$ cat src/rtl/aon_tmr_pkg.sv
package aon_tmr_pkg;

    // Register byte offsets
    localparam logic [7:0] OFS_CTRL   = 8'h00;
    localparam logic [7:0] OFS_MIRROR = 8'h04;
    localparam logic [7:0] OFS_CMD    = 8'h6C;
    localparam logic [7:0] OFS_END    = 8'h70;
    localparam logic [7:0] OFS_TDIV   = 8'h74;
    localparam logic [7:0] OFS_COUNT  = 8'h78;
    localparam logic [7:0] OFS_STAT   = 8'h7C;

    // Control bit positions
    localparam int CTL_OSC_BIT  = 0;
    localparam int CTL_SRC_BIT  = 25;
    localparam int CTL_PEN_BIT  = 24;
    localparam int CTL_PDIV_LSB = 20;
    localparam int PDIV_W       = 4;
    localparam int CTL_AUX_LSB  = 16;
    localparam int AUX_W        = 2;
    localparam logic [AUX_W-1:0] AUX_BAD = 2'd3;

    // Command bit positions
    localparam int CMD_RUN_BIT = 0;
    localparam int CMD_CLR_BIT = 1;

    typedef struct packed {
        logic              osc_sel;
        logic              src_pclk;
        logic              pre_en;
        logic [PDIV_W-1:0] pre_div;
        logic [AUX_W-1:0]  aux_div;
        logic              run;
    } ctrl_t;

endpackage

$ cat src/rtl/aon_src_mux.sv
module aon_src_mux (
    input  logic osc0_tick_i,
    input  logic osc1_tick_i,
    input  logic pclk_tick_i,
    input  logic osc_sel_i,
    input  logic src_pclk_i,
    output logic tick_o
);
    logic osc_tick;

    always_comb begin
        osc_tick = osc_sel_i ? osc1_tick_i : osc0_tick_i;
        tick_o   = src_pclk_i ? pclk_tick_i : osc_tick;
    end
endmodule

$ cat src/rtl/aon_prescale.sv
module aon_prescale #(
    parameter int DW = 4
) (
    input  logic          clk,
    input  logic          rst_n,
    input  logic          clr_i,
    input  logic          en_i,
    input  logic [DW-1:0] div_i,
    input  logic          tick_i,
    output logic          tick_o
);
    logic [DW-1:0] ph_d, ph_q;
    logic          hit;

    always_comb begin
        hit    = (ph_q >= div_i);
        tick_o = en_i ? (tick_i && hit) : tick_i;
        ph_d   = ph_q;
        if (clr_i || !en_i) begin
            ph_d = '0;
        end else if (tick_i) begin
            ph_d = hit ? '0 : ph_q + 1'b1;
        end
    end

    always_ff @(posedge clk or negedge rst_n) begin
        if (!rst_n) ph_q <= '0;
        else        ph_q <= ph_d;
    end

    // With a ratio of two or more, two output ticks never come back to back
    assert_prescale_gap_R2: assert property (@(posedge clk) disable iff (!rst_n)
        (tick_o && en_i && (div_i != '0)) |=> (!tick_o || !$stable(div_i) || !en_i));
endmodule

$ cat src/rtl/aon_tick_div.sv
module aon_tick_div #(
    parameter int W = 32
) (
    input  logic         clk,
    input  logic         rst_n,
    input  logic         clr_i,
    input  logic [W-1:0] div_i,
    input  logic         tick_i,
    output logic         tick_o
);
    logic [W-1:0] ph_d, ph_q;
    logic [W-1:0] lim;
    logic         hit;

    always_comb begin
        lim    = (div_i == '0) ? W'(1) : div_i;
        hit    = (ph_q >= lim - 1'b1);
        tick_o = tick_i && hit;
        ph_d   = ph_q;
        if (clr_i) begin
            ph_d = '0;
        end else if (tick_i) begin
            ph_d = hit ? '0 : ph_q + 1'b1;
        end
    end

    always_ff @(posedge clk or negedge rst_n) begin
        if (!rst_n) ph_q <= '0;
        else        ph_q <= ph_d;
    end

    // A setting of 0 or 1 lets every tick through once the phase has settled
    assert_div_unity_R3: assert property (@(posedge clk) disable iff (!rst_n)
        ((div_i <= W'(1)) && $stable(div_i)) |=> (!tick_i || tick_o || !$stable(div_i)));
endmodule

$ cat src/rtl/aon_cmp_cnt.sv
module aon_cmp_cnt #(
    parameter int W = 32
) (
    input  logic         clk,
    input  logic         rst_n,
    input  logic         clr_i,
    input  logic         inc_i,
    input  logic [W-1:0] end_i,
    output logic [W-1:0] cnt_o,
    output logic         sts_o,
    output logic         evt_o
);
    typedef struct packed {
        logic [W-1:0] cnt;
        logic         sts;
        logic         evt;
    } cstate_t;

    cstate_t s_d, s_q;
    logic [W-1:0] nxt;

    always_comb begin
        nxt     = s_q.cnt + 1'b1;
        s_d     = s_q;
        s_d.evt = 1'b0;
        if (clr_i) begin
            s_d.cnt = '0;
            s_d.sts = 1'b0;
        end else if (inc_i) begin
            s_d.cnt = nxt;
            if (nxt == end_i) begin
                s_d.sts = 1'b1;
                s_d.evt = 1'b1;
            end
        end
    end

    always_ff @(posedge clk or negedge rst_n) begin
        if (!rst_n) s_q <= '0;
        else        s_q <= s_d;
    end

    assign cnt_o = s_q.cnt;
    assign sts_o = s_q.sts;
    assign evt_o = s_q.evt;

    assert_clr_wins_R5: assert property (@(posedge clk) disable iff (!rst_n)
        clr_i |=> ((cnt_o == '0) && !sts_o && !evt_o));
    assert_evt_has_flag_R6: assert property (@(posedge clk) disable iff (!rst_n)
        evt_o |-> sts_o);
    assert_flag_sticky_R6: assert property (@(posedge clk) disable iff (!rst_n)
        (sts_o && !clr_i) |=> sts_o);
    assert_hold_when_idle_R4: assert property (@(posedge clk) disable iff (!rst_n)
        (!inc_i && !clr_i) |=> $stable(cnt_o));
    assert_step_and_wrap_R7: assert property (@(posedge clk) disable iff (!rst_n)
        (inc_i && !clr_i) |=> (cnt_o == W'($past(cnt_o) + 1'b1)));
endmodule

$ cat src/rtl/aon_cmp_timer.sv
module aon_cmp_timer
    import aon_tmr_pkg::*;
#(
    parameter int CNT_W = 32,
    parameter int DIV_W = 32
) (
    input  logic        clk,
    input  logic        rst_n,
    input  logic        osc0_tick_i,
    input  logic        osc1_tick_i,
    input  logic        pclk_tick_i,
    input  logic [7:0]  bus_addr_i,
    input  logic        bus_wr_i,
    input  logic [31:0] bus_wdata_i,
    output logic [31:0] bus_rdata_o,
    output logic        evt_o
);
    typedef struct packed {
        ctrl_t            ctl;
        logic [CNT_W-1:0] end_val;
        logic [DIV_W-1:0] tdiv;
    } regs_t;

    regs_t r_d, r_q;

    logic             clr;
    logic             sel_tick, gated_tick, pre_tick, cnt_tick;
    logic [CNT_W-1:0] cnt;
    logic             sts;
    logic [31:0]      ctl_rd;
    logic             unused_wdata;

    assign unused_wdata = ^bus_wdata_i;

    // Register write path
    always_comb begin
        r_d = r_q;
        clr = bus_wr_i && (bus_addr_i == OFS_CMD) && bus_wdata_i[CMD_CLR_BIT];
        if (bus_wr_i) begin
            case (bus_addr_i)
                OFS_CTRL: begin
                    r_d.ctl.osc_sel  = bus_wdata_i[CTL_OSC_BIT];
                    r_d.ctl.src_pclk = bus_wdata_i[CTL_SRC_BIT];
                    r_d.ctl.pre_en   = bus_wdata_i[CTL_PEN_BIT];
                    r_d.ctl.pre_div  = bus_wdata_i[CTL_PDIV_LSB +: PDIV_W];
                    if (bus_wdata_i[CTL_AUX_LSB +: AUX_W] != AUX_BAD)
                        r_d.ctl.aux_div = bus_wdata_i[CTL_AUX_LSB +: AUX_W];
                end
                OFS_CMD:  r_d.ctl.run = bus_wdata_i[CMD_RUN_BIT];
                OFS_END:  r_d.end_val = bus_wdata_i[CNT_W-1:0];
                OFS_TDIV: r_d.tdiv    = bus_wdata_i[DIV_W-1:0];
                default:  ;
            endcase
        end
    end

    always_ff @(posedge clk or negedge rst_n) begin
        if (!rst_n) r_q <= '0;
        else        r_q <= r_d;
    end

    // Tick chain
    aon_src_mux u_mux (
        .osc0_tick_i (osc0_tick_i),
        .osc1_tick_i (osc1_tick_i),
        .pclk_tick_i (pclk_tick_i),
        .osc_sel_i   (r_q.ctl.osc_sel),
        .src_pclk_i  (r_q.ctl.src_pclk),
        .tick_o      (sel_tick)
    );

    assign gated_tick = sel_tick && r_q.ctl.run && !clr;

    aon_prescale #(.DW(PDIV_W)) u_pre (
        .clk    (clk),
        .rst_n  (rst_n),
        .clr_i  (clr),
        .en_i   (r_q.ctl.pre_en),
        .div_i  (r_q.ctl.pre_div),
        .tick_i (gated_tick),
        .tick_o (pre_tick)
    );

    aon_tick_div #(.W(DIV_W)) u_div (
        .clk    (clk),
        .rst_n  (rst_n),
        .clr_i  (clr),
        .div_i  (r_q.tdiv),
        .tick_i (pre_tick),
        .tick_o (cnt_tick)
    );

    aon_cmp_cnt #(.W(CNT_W)) u_cnt (
        .clk   (clk),
        .rst_n (rst_n),
        .clr_i (clr),
        .inc_i (cnt_tick),
        .end_i (r_q.end_val),
        .cnt_o (cnt),
        .sts_o (sts),
        .evt_o (evt_o)
    );

    // Read path
    always_comb begin
        ctl_rd                            = '0;
        ctl_rd[CTL_OSC_BIT]               = r_q.ctl.osc_sel;
        ctl_rd[CTL_SRC_BIT]               = r_q.ctl.src_pclk;
        ctl_rd[CTL_PEN_BIT]               = r_q.ctl.pre_en;
        ctl_rd[CTL_PDIV_LSB +: PDIV_W]    = r_q.ctl.pre_div;
        ctl_rd[CTL_AUX_LSB +: AUX_W]      = r_q.ctl.aux_div;
        bus_rdata_o = '0;
        case (bus_addr_i)
            OFS_CTRL:   bus_rdata_o = ctl_rd;
            OFS_MIRROR: bus_rdata_o[0] = sts;
            OFS_CMD:    bus_rdata_o[CMD_RUN_BIT] = r_q.ctl.run;
            OFS_END:    bus_rdata_o[CNT_W-1:0] = r_q.end_val;
            OFS_TDIV:   bus_rdata_o[DIV_W-1:0] = r_q.tdiv;
            OFS_COUNT:  bus_rdata_o[CNT_W-1:0] = cnt;
            OFS_STAT:   bus_rdata_o[0] = sts;
            default:    ;
        endcase
    end

    assert_aux_never_bad_R8: assert property (@(posedge clk) disable iff (!rst_n)
        r_q.ctl.aux_div != AUX_BAD);
    assert_stopped_no_tick_R4: assert property (@(posedge clk) disable iff (!rst_n)
        !r_q.ctl.run |-> !cnt_tick);
    assert_tick_needs_source_R1: assert property (@(posedge clk) disable iff (!rst_n)
        cnt_tick |-> (osc0_tick_i || osc1_tick_i || pclk_tick_i));
endmodule

$ cat config.mk
export PLATFORM = sky130hd
export DESIGN_NAME = aon_cmp_timer
export DESIGN_NICKNAME = d
export VERILOG_FILES = /design/src/rtl/aon_tmr_pkg.sv /design/src/rtl/aon_src_mux.sv /design/src/rtl/aon_prescale.sv /design/src/rtl/aon_tick_div.sv /design/src/rtl/aon_cmp_cnt.sv /design/src/rtl/aon_cmp_timer.sv
export SDC_FILE = /design/constraint.sdc
export NUM_CORES = 1
export LEC_CHECK = 0
export BUFFER_PORTS_ARGS = -buffer_cell sky130_fd_sc_hd__buf_2
export CAP_MARGIN = 20
export CORE_ASPECT_RATIO = 1.25
export CORE_MARGIN = 2
export CORE_UTILIZATION = 40
export DETAILED_ROUTE_END_ITERATION = 7
export GPL_TIMING_DRIVEN = 0
export PLACE_DENSITY = 0.55
export SETUP_SLACK_MARGIN = 0.1
export SLEW_MARGIN = 5
export SYNTH_ARGS = -nofsm -noshare
export SYNTH_HDL_FRONTEND = slang
export SYNTH_SLANG_ARGS = --single-unit
$ cat constraint.sdc
create_clock -name clk -period 5.7 [get_ports clk]
set_input_delay 0.57 -clock clk [delete_from_list [all_inputs] [get_ports clk]]
set_output_delay 0.57 -clock clk [all_outputs]
set_load 0.005 [all_outputs]
# After elaboration in Yosys (flattened, before gate mapping)

Index checks and enable logic that the tools add are counted.

Bits in registers: 144
Input port bits: 46
Output and inout port bits: 33
Word-level logic and storage cells: 65

Add/subtract/negate cells: 4
Magnitude comparators: 2
Equality and inequality tests: 8
Muxes and demuxes: 16
Reduce and logical (&&, ||, !) cells: 22

Operator list:

| cell                  | number |
|---|---|
| $mux 32               | 4 |
| $pmux 31 s4           | 1 |
| $add 32x1->32 const B | 2 |
| $eq 8x7->1 const B    | 5 |
| $mux 34               | 1 |
| $mux 33               | 1 |
| $eq 32x32->1          | 1 |
| $ge 32x32->1          | 1 |
| $logic_not 32->1      | 1 |
| $sub 32x1->32 const B | 1 |
| $mux 4                | 3 |
| $reduce_and 2->1      | 5 |
| $eq 8x3->1 const B    | 1 |
| $logic_not 8->1       | 1 |
| $reduce_bool 2->1     | 4 |
| $logic_and 1x1->1     | 6 |
| $pmux 1 s6            | 1 |
| $add 4x1->4 const B   | 1 |
| $ge 4x4->1            | 1 |
| $mux 1                | 4 |
| $reduce_and 3->1      | 1 |
| $logic_not 1->1       | 2 |
| $mux 2                | 1 |
| $ne 2x2->1 const B    | 1 |
| other kinds (2)       | 2 |

# Longest topological paths before layout

Gate-level depths: netlist of run 1.

Depth after elaboration: 10
Gate-level depth with buffers: 23
Gate-level depth less buffers: 21

# Modules after synthesis

A second synthesis of run 1 with hierarchy kept.

Cells, all modules: 991
Area, all modules: 9,960.8 µm²

By module, submodules not included:

| module        | instances | cells each | area each (µm²) | sequential area each (µm²) |
|---|---|---|---|---|
| aon_cmp_timer | 1         | 270        | 3,808.7         | 1,851.8 |
| aon_tick_div  | 1         | 370        | 3,176.8         | 800.8 |
| aon_cmp_cnt   | 1         | 309        | 2,622.5         | 850.8 |
| aon_prescale  | 1         | 39         | 334.1           | 100.1 |
| aon_src_mux   | 1         | 3          | 18.8            | 0.0 |

# Least setup slack after synthesis of run 1

Ideal clock, no wire load.

Path type: reg2reg
From: reg r_q[24] (netlist name)
To: reg u_div.ph_q[0]
Setup time: 132 ps
Arrival: 5,036 ps
Required time: 5,568 ps
Path slack: 532 ps
Cell stages (with the launch flop): 22
Buffers on the path: 2
Clock period less this slack: 5,168 ps
Cells stage by stage: dfrtp_1 or4_4 or4_4 or4_4 nor4_4 a21oi_1 ha_1 nand2b_1 nor4_1 nand3_1 nor4_1 xnor2_1 ha_1 nand4_1 or3_1 nor4_1 o311ai_0 a21o_1 buf_2 nand2_1 clkbuf_1 nor2_1

Word-level cells in the longest chain between the ends: 7

RTL lines:

| what                   | line                | source |
|---|---|---|
| start, declared        | aon_cmp_timer.sv:24 | `regs_t r_d, r_q;` |
| start signal, assigned | aon_cmp_timer.sv:59 | `else r_q <= r_d;` |
| $logic_not 32->1       | aon_tick_div.sv:16  | `lim = (div_i == '0) ? W'(1) : div_i;` |
| $mux 32 *              | aon_tick_div.sv:16  |  |
| $sub 32x1->32 *        | aon_tick_div.sv:17  | `hit = (ph_q >= lim - 1'b1);` |
| $ge 32x32->1 *         | aon_tick_div.sv:17  |  |
| $mux 32 *              | aon_tick_div.sv:23  | `ph_d = hit ? '0 : ph_q + 1'b1;` |
| $mux 32 *              | aon_tick_div.sv:22  | `end else if (tick_i) begin` |
| $mux 32 *              | aon_tick_div.sv:20  | `if (clr_i) begin` |
| end signal, assigned   | aon_tick_div.sv:29  | `else ph_q <= ph_d;` |
| end, declared          | aon_tick_div.sv:11  | `logic [W-1:0] ph_d, ph_q;` |

Mark *: on every way between the ends. The rest lies on a longest branch, timed or not. The select of a mux whose other input is x is not followed.
A chain may end at the register's enable or synchronous reset.

# Worst setup path in the final report of run 1

From: reg r_q[22] (netlist name)
To: reg u_cnt.s_q, in the netlist u_cnt.cnt_o[11]

Word-level cells in the longest chain between the ends: 6

RTL lines:

| what                          | line               | source |
|---|---|---|
| $logic_not 32->1              | aon_tick_div.sv:16 |  |
| $mux 32 *                     | aon_tick_div.sv:16 |  |
| $sub 32x1->32 *               | aon_tick_div.sv:17 |  |
| $ge 32x32->1 *                | aon_tick_div.sv:17 |  |
| $logic_and 1x1->1 *           | aon_tick_div.sv:18 | `tick_o = tick_i && hit;` |
| $reduce_bool 2->1 (no line) * | n/a                |  |
| end signal, assigned          | aon_cmp_cnt.sv:39  | `if (!rst_n) s_q <= '0;` |
| end signal, assigned          | aon_cmp_cnt.sv:40  | `else s_q <= s_d;` |
| end, declared                 | aon_cmp_cnt.sv:19  | `cstate_t s_d, s_q;` |

Mark *: on every way between the ends. The rest lies on a longest branch, timed or not.

==> results of run 1 <==
layout by cell type (no fill, tap or decap), drive strengths merged, types with 7 or more instances in the layout:
cell    count
xnor2      65
xor2       50
ha         40
nor2      152
nor4       20
or4         7
dfrtp     144
nand2      60
nor2b       8
inv        17
a21o        9
a21oi      63
nor3       30
nand4      21
and3       18
or3        24
nand3      33
buf       118
mux2i      37
clkbuf     49
o21ai      39
mux2       75
cells by family after synthesis:
logic type	count (synthesis)	synth area share (%)
buf+inv	68	2.898
compound gates	143	8.894
xor+xnor	115	10.65
flops	144	38.12
mux	113	13.09
simple gates	401	21.06
fa+ha+maj	40	5.294
metal layers:
layer | vias up | routed length (microns) | global-route usage [%]
met5 | - | 0 | 0
met4 | 0 | 942 | 8.667
met3 | 53 | 1047 | 3.462
met2 | 181 | 13880 | 38.83
met1 | 3871 | 12180 | 30.17
li1 | 3850 | - | -
final timing paths:
kind                       cells after the start              end            from
min reg2reg                                    2       ctl_rd[17]      ctl_rd[17]
max reg2reg                                   20  u_cnt.cnt_o[11]         r_q[22]
min in group clk                               2          r_q[36]  bus_wdata_i[4]
max in group asynchronous                      2          r_q[22]           rst_n
max                                           20  u_cnt.cnt_o[11]         r_q[22]
min                                            1   u_cnt.cnt_o[6]           rst_n
synth_stat cells, types with 18 or more instances:
master and count:
mux2i_1 37, xnor2_1 65, or3_1 24, nand4_1 21
a21oi_1 63, o21ai_0 38, nor3_1 28, nand3_1 33
xor2_1 50, mux2_2 73, nor2_1 152, ha_1 40
nand2_1 60, dfrtp_1 144, and3_1 18, clkbuf_1 32
flip-flops by register name, indices dropped and copies added, names as in the netlist:
name / count
ctl_rd: 9
r_q: 65
u_cnt.cnt_o: 32
u_cnt.evt_o: 1
u_cnt.sts_o: 1
u_div.ph_q: 32
u_pre.ph_q: 4
cell type report:
type	instances	share of cell area [%]
clock inverters	15	2.033
well taps	288	3.165
inverters	14	0.4615
flip-flops and latches	144	31.66
repair buffers	96	5.209
multi-input cells	813	51.24
plain buffers	54	2.495
clock buffers	17	3.736
metrics by stage:
step	std cells	hold WS (ns)	power [uW]	area, sq um
after floorplan	1024	0.2744	1488	9454
after global placement	1389	0.4845	1635	10200
after detailed placement	1390	0.4932	1647	10240
after CTS	1430	0.05617	2952	11130
after global routing	1441	0.06606	3127	11390
final	1441	0.03779	2987	11390
power by group through the flow:
| stage | sequential, uW | clock [uW] | combinational (uW) |
|---|---|---|---|
| after floorplan | 1100 | 0 | 386 |
| after global placement | 1120 | 0 | 518 |
| after detailed placement | 1120 | 0 | 531 |
| after CTS | 1100 | 1290 | 567 |
| after global routing | 1100 | 1330 | 692 |
| final | 1100 | 1270 | 616 |
repair_timing:
| action | CTS | global route |
|---|---|---|
| cloned | 1 | 2 |
| setup endpoints to repair | 66 | 65 |
| resized for setup | 40 | 34 |
| pin swaps | 8 | 22 |
| setup buffers | 7 | 9 |
==> results.yml, run 1 <==
logic_synthesis:
  postSynthNetCount: 1110
  synth.area.top_cells: "dfrtp_1 38%, mux2_2 8.7%, nor2_1 6.0%, xnor2_1 6.0%, ha_1 5.3%"
  synth_edf_count: 0
  syn-cell-area_sq_um: 9454
  avgSynthCellArea_sq_um: 9.232
  synth_top_area_cell: "dfrtp_1"
  synth_flop_cell: "dfrtp_1"
  ys_seq_elements: 144
  synthCells: 1024
  ys_seq_area_share_pct: 38.12
  synth.distinct_cells: 59
  yosys_warnings: 0
  netlist.area_leader.share_pct: 38.12
  async_flop_share_pct: 100.0
cts:
  clkTransAtPathRegs_ns: 0.07
  post_cts_hold_buffer_count: 0
  cts_tree: "done"
  htreeDepth: 4
  clk_path_buf_depth: 2
  root_buffer: "clkbuf_16"
  cts_buffers: 17
  cts_sinks: 144
  clock_latency_ns: 0.44
worst_setup_path:
  critPathMaxFanout: 7
  slowest_delay_ns: 0.56
  crit_chain: "or4_4, or4_4, or4_4, nor4_4, a21oi_2, ha_2, nand2b_4, nor4_4, nand3_4, nor4_2, xnor2_1, ha_1, nand4_1, or3_4, nor4_4, o311ai_4, a21o_4, clkbuf_16, or3_1, a21oi_1"
  critical_path_class: "reg2reg"
  endpoint_kind: "register"
  crit_family: "simple AND/OR/NAND/NOR gates"
  arrival_ns: 5.78
  r2r_setup_slack_ns: 0.27
  worst-path-buf-inv: 1
  worst_path_max_delay_cell: "or4_4"
  crit_path_start_kind: "register"
  required_ns: 6.05
detailed_routing:
  via_per_inst: 5.520
  drtAntennaViolNets: 0
  route.detailed.drc: 0
  drtIter0Drc: 450
  vias: 7955
  avgRoutedWirePerCell_microns: 19.47
  first_pass_iters: 5
  routed_wl_microns: 28050
sta:
  finalHoldViolCount: 0
  setup_ws_ns: 0.2744
  rsz0062_at_grt: "yes"
  slew_headroom_pct: 29.88
  timing.fmax_mhz: 184.3
  maxSlewViolCount: 0
  setup_viol: 0
  fin_crit_sh_pct: 95.19
  setup_tns_ns: 0
  worstMarginPinSlew_ns: 1.050
  skew_ns: 0.009493
  finalWorstPathRequiredPeriod_ns: 5.426
pwr:
  swShare_pct: 28.95
  power.density_nw_per_um2: 262.3
  combPwrFrac_pct: 20.6
  seqPwrFrac_pct: 36.8
  irDropWorstVdd_mv: 0.2228
  switchingPower_uw: 864.6
  leakagePower_uw: 0.005323
  pwr-share-clk_pct: 42.6
  intPower_uw: 2122
finish:
  diodes: 0
  multi_input_comb_area_sq_um: 5834
  fillers: 2229
  register_area_sq_um: 3605
  fin_util_pct: 49.25
  syn_to_final_growth_pct: 20.43
  drive_gt1_share_pct: 23.50
  final_nets: 1226
placement:
  dpl.hpwl_microns: 20950
  routabilityCongestion: 0.9185
  dpl_worst_slack_ns: -1.036
  port_buffers: 77
grt:
  track_usage_pct: 23.13
  grt_pass1_vias: 7820
  grt_pass1_wl_microns: 44190
  antenna_found_initial: 0
  grt_start_max_net_pins: 94
  grt_overflow: 0
die:
  coreArea_sq_um: 23120
  io_pins: 79
  num_rows: 62
  start_util_pct: 40.90
  fp.dieH_microns: 175.9
  dieArea_sq_um: 24890
  die_w_microns: 141.5
flow_run:
  maxCapViolations: 0
run_status:
  status: "complete, no violations"
hold_path:
  worstHoldPathType: "in2async"
Power figures use the tool's default switching activity.
==> run 2, diff against run 1 <==
--- a/config.mk
+++ b/config.mk
@@ -7,12 +7,14 @@
 export LEC_CHECK = 0
 export BUFFER_PORTS_ARGS = -buffer_cell sky130_fd_sc_hd__buf_2
 export CAP_MARGIN = 20
+export CELL_PAD_IN_SITES_DETAIL_PLACEMENT = 0
+export CELL_PAD_IN_SITES_GLOBAL_PLACEMENT = 1
 export CORE_ASPECT_RATIO = 1.25
 export CORE_MARGIN = 2
 export CORE_UTILIZATION = 40
 export DETAILED_ROUTE_END_ITERATION = 7
 export GPL_TIMING_DRIVEN = 0
-export PLACE_DENSITY = 0.55
+export PLACE_DENSITY = 0.71
 export SETUP_SLACK_MARGIN = 0.1
 export SLEW_MARGIN = 5
 export SYNTH_ARGS = -nofsm -noshare
==> constraint.sdc (replaced) <==
create_clock -name clk -period 4.6 [get_ports clk]
set_input_delay 0.46 -clock clk [delete_from_list [all_inputs] [get_ports clk]]
set_output_delay 0.46 -clock clk [all_outputs]
set_load 0.005 [all_outputs]
==> results.yml, run 2 (synthesis gave the netlist of run 1 again) <==
sta:
  skew_ns: 0.01293
  rsz0062_at_grt: "yes"
  setup_ws_ns: -0.6870
  maxSlewViolCount: 0
  finalHoldViolCount: 0
  finalWorstPathRequiredPeriod_ns: 5.287
  timing.fmax_mhz: 189.1
  fin_crit_sh_pct: 114.9
  setup_viol: 66
  slew_headroom_pct: 23.24
  worstMarginPinSlew_ns: 1.144
finish:
  final_common_cell: "nor2_1"
  final_nets: 1236
  fillers: 2234
  layout_common_cells: "144 x nor2_1, 142 x dfrtp_1, 88 x buf_2"
  drive_gt1_share_pct: 25.37
  largest_reg_flops: 65
  fin_util_pct: 49.87
  largest_register: "r_q"
  diodes: 0
  syn_to_final_growth_pct: 21.94
cts:
  root_buffer: "clkbuf_16"
  cts_buffers: 17
  clock_latency_ns: 0.44
  cts_tree: "done"
  htreeDepth: 4
  clk_path_buf_depth: 2
  cts_sinks: 144
  clkTransAtPathRegs_ns: 0.07
pwr:
  swShare_pct: 29.70
  irDropWorstVdd_mv: 0.2658
  leakagePower_uw: 0.005326
  combPwrFrac_pct: 21.9
  power.density_nw_per_um2: 315.7
  seqPwrFrac_pct: 37.5
  pwr-share-clk_pct: 40.6
  intPower_uw: 2558
  total_power_uw: 3639
  switchingPower_uw: 1081
die:
  fp.dieH_microns: 175.9
  num_rows: 62
  die_w_microns: 141.5
  start_util_pct: 40.90
  dieArea_sq_um: 24890
  coreArea_sq_um: 23120
  io_pins: 79
worst_setup_path:
  required_ns: 4.97
  endpoint_kind: "register"
  critPathMaxFanout: 5
  arrival_ns: 5.66
  crit_path_start_kind: "register"
  regToRegStartpoint: "r_q[24]"
  startpoint: "r_q[24]"
  worst_path_max_delay_cell: "or4_4"
  r2r_cells: 22
  slowest_delay_ns: 0.52
  crit_chain: "or4_4, or4_4, or4_4, nor4_4, a21oi_2, ha_2, nand2b_4, nor4_4, nand3_4, nor4_4, xnor2_1, ha_1, nand4_1, buf_4, or3_4, nor4_4, o311ai_2, buf_4, nand2_4, o211ai_1, nor4_4, buf_4"
  critical_path_class: "reg2reg"
  crit_path_frequent_cell: "nor4_4"
run_status:
  violations: "setup timing"
  status: "finished, violations left"
grt:
  grt_overflow: 0
  grt_pass1_wl_microns: 43730
  antenna_found_initial: 0
  grt_pass1_vias: 7936
  track_usage_pct: 22.82
  grt_start_max_net_pins: 101
hold_path:
  hold_start: "bus_wdata_i[4]"
  min_path_cells: 2
  worstHoldPathType: "in2reg"
detailed_routing:
  route.detailed.drc: 0
  avgRoutedWirePerCell_microns: 19.21
  first_pass_iters: 5
  via_per_inst: 5.513
  drtAntennaViolNets: 0
  routed_wl_microns: 27870
  drtIter0Drc: 393
  vias: 8000
placement:
  routabilityCongestion: 0.8939
  dpl.hpwl_microns: 20990
  port_buffers: 77
flow_run:
  maxCapViolations: 0
-- run 2: cell types whose count changed in the layout (fill, tap and decap cells not counted), moves of 3 or more --
| cell | before | now |
|---|---|---|
| nor2_4 | 1 | 5 |
| nor2_1 | 149 | 144 |
| nor3_1 | 20 | 17 |
| or3_4 | 4 | 1 |
| buf_4 | 18 | 23 |
| xnor2_2 | 0 | 3 |
| or3_1 | 20 | 23 |
| buf_6 | 0 | 5 |
| a21oi_1 | 57 | 54 |
| a21oi_2 | 6 | 9 |
| xnor2_1 | 65 | 62 |
| nor3_2 | 7 | 11 |
-- run 2: power by group through the flow --
| stage | Sequential (uW) | Clock, uW | Combinational [uW] |
|---|---|---|---|
| 5_1_grt | 1370 | 1540 | 892 |
| 3_3_place_gp | 1390 | 0 | 668 |
| 3_5_place_dp | 1390 | 0 | 681 |
| 4_1_cts | 1360 | 1490 | 767 |
| 6_report | 1360 | 1480 | 797 |
| 2_1_floorplan | 1370 | 0 | 507 |
-- run 2: critical path, delay by kind of cell (launching register included) --
kind,cells,cell delay (ns)
xor gates and xnor gates,1,0.14
DFF,1,0.40
buffers and inverters,3,0.53
and+or+nand+nor,13,3.17
AOI/OAI and AO/OA,3,0.45
adders and majority gates,2,0.52
-- run 2: cell type report --
cell class / count / area, sq um / share of cell area, %
plain buffers: 54 / 306.5 / 2.659
clock buffers: 18 / 439.2 / 3.809
clock inverters: 14 / 177.7 / 1.541
inverters: 14 / 52.55 / 0.4558
multi-input cells: 812 / 5918 / 51.33
flip-flops and latches: 144 / 3606 / 31.28
well taps: 288 / 360.3 / 3.126
repair buffers: 107 / 668.1 / 5.796
-- run 2: worst paths after layout --
path	to	slack (ns)
worst max-delay path	u_cnt.evt_o	-0.69
worst min-delay path	r_q[36]	0.26
worst max register to register	u_cnt.evt_o	-0.69
worst min register to register	ctl_rd[17]	0.50
max in group asynchronous	r_q[21]	3.25
min in group asynchronous	u_cnt.cnt_o[8]	0.50
-- run 2: metal layers --
layer | routed length (microns) | GRT usage [%]
met1 | 12020 | 28.71
met2 | 14110 | 39.20
met3 | 847 | 3.544
met4 | 898 | 9.125
met5 | 0 | 0
-- run 2: timing repair --
item	4_1_cts	5_1_grt
endpoints found under the hold margin	44	0
gates cloned	1	2
setup buffers	18	7
hold buffers	1	0
endpoints found under the setup margin	66	66
pin swaps	16	19
gates resized for setup	34	30
-- run 2: per-stage QoR --
step | cell area, sq um | hold WS [ns] | TNS [ns] | std cells | setup slack, ns
2_1_floorplan | 9617 | 0.1644 | -12.09 | 1024 | -0.2480
3_3_place_gp | 10360 | 0.4811 | -58.79 | 1389 | -1.031
3_5_place_dp | 10400 | 0.3822 | -62.09 | 1390 | -1.070
4_1_cts | 11320 | 0.2537 | -35.56 | 1442 | -0.6252
5_1_grt | 11530 | 0.2607 | -52.72 | 1451 | -0.8974
6_report | 11530 | 0.2614 | -37.40 | 1451 | -0.6870
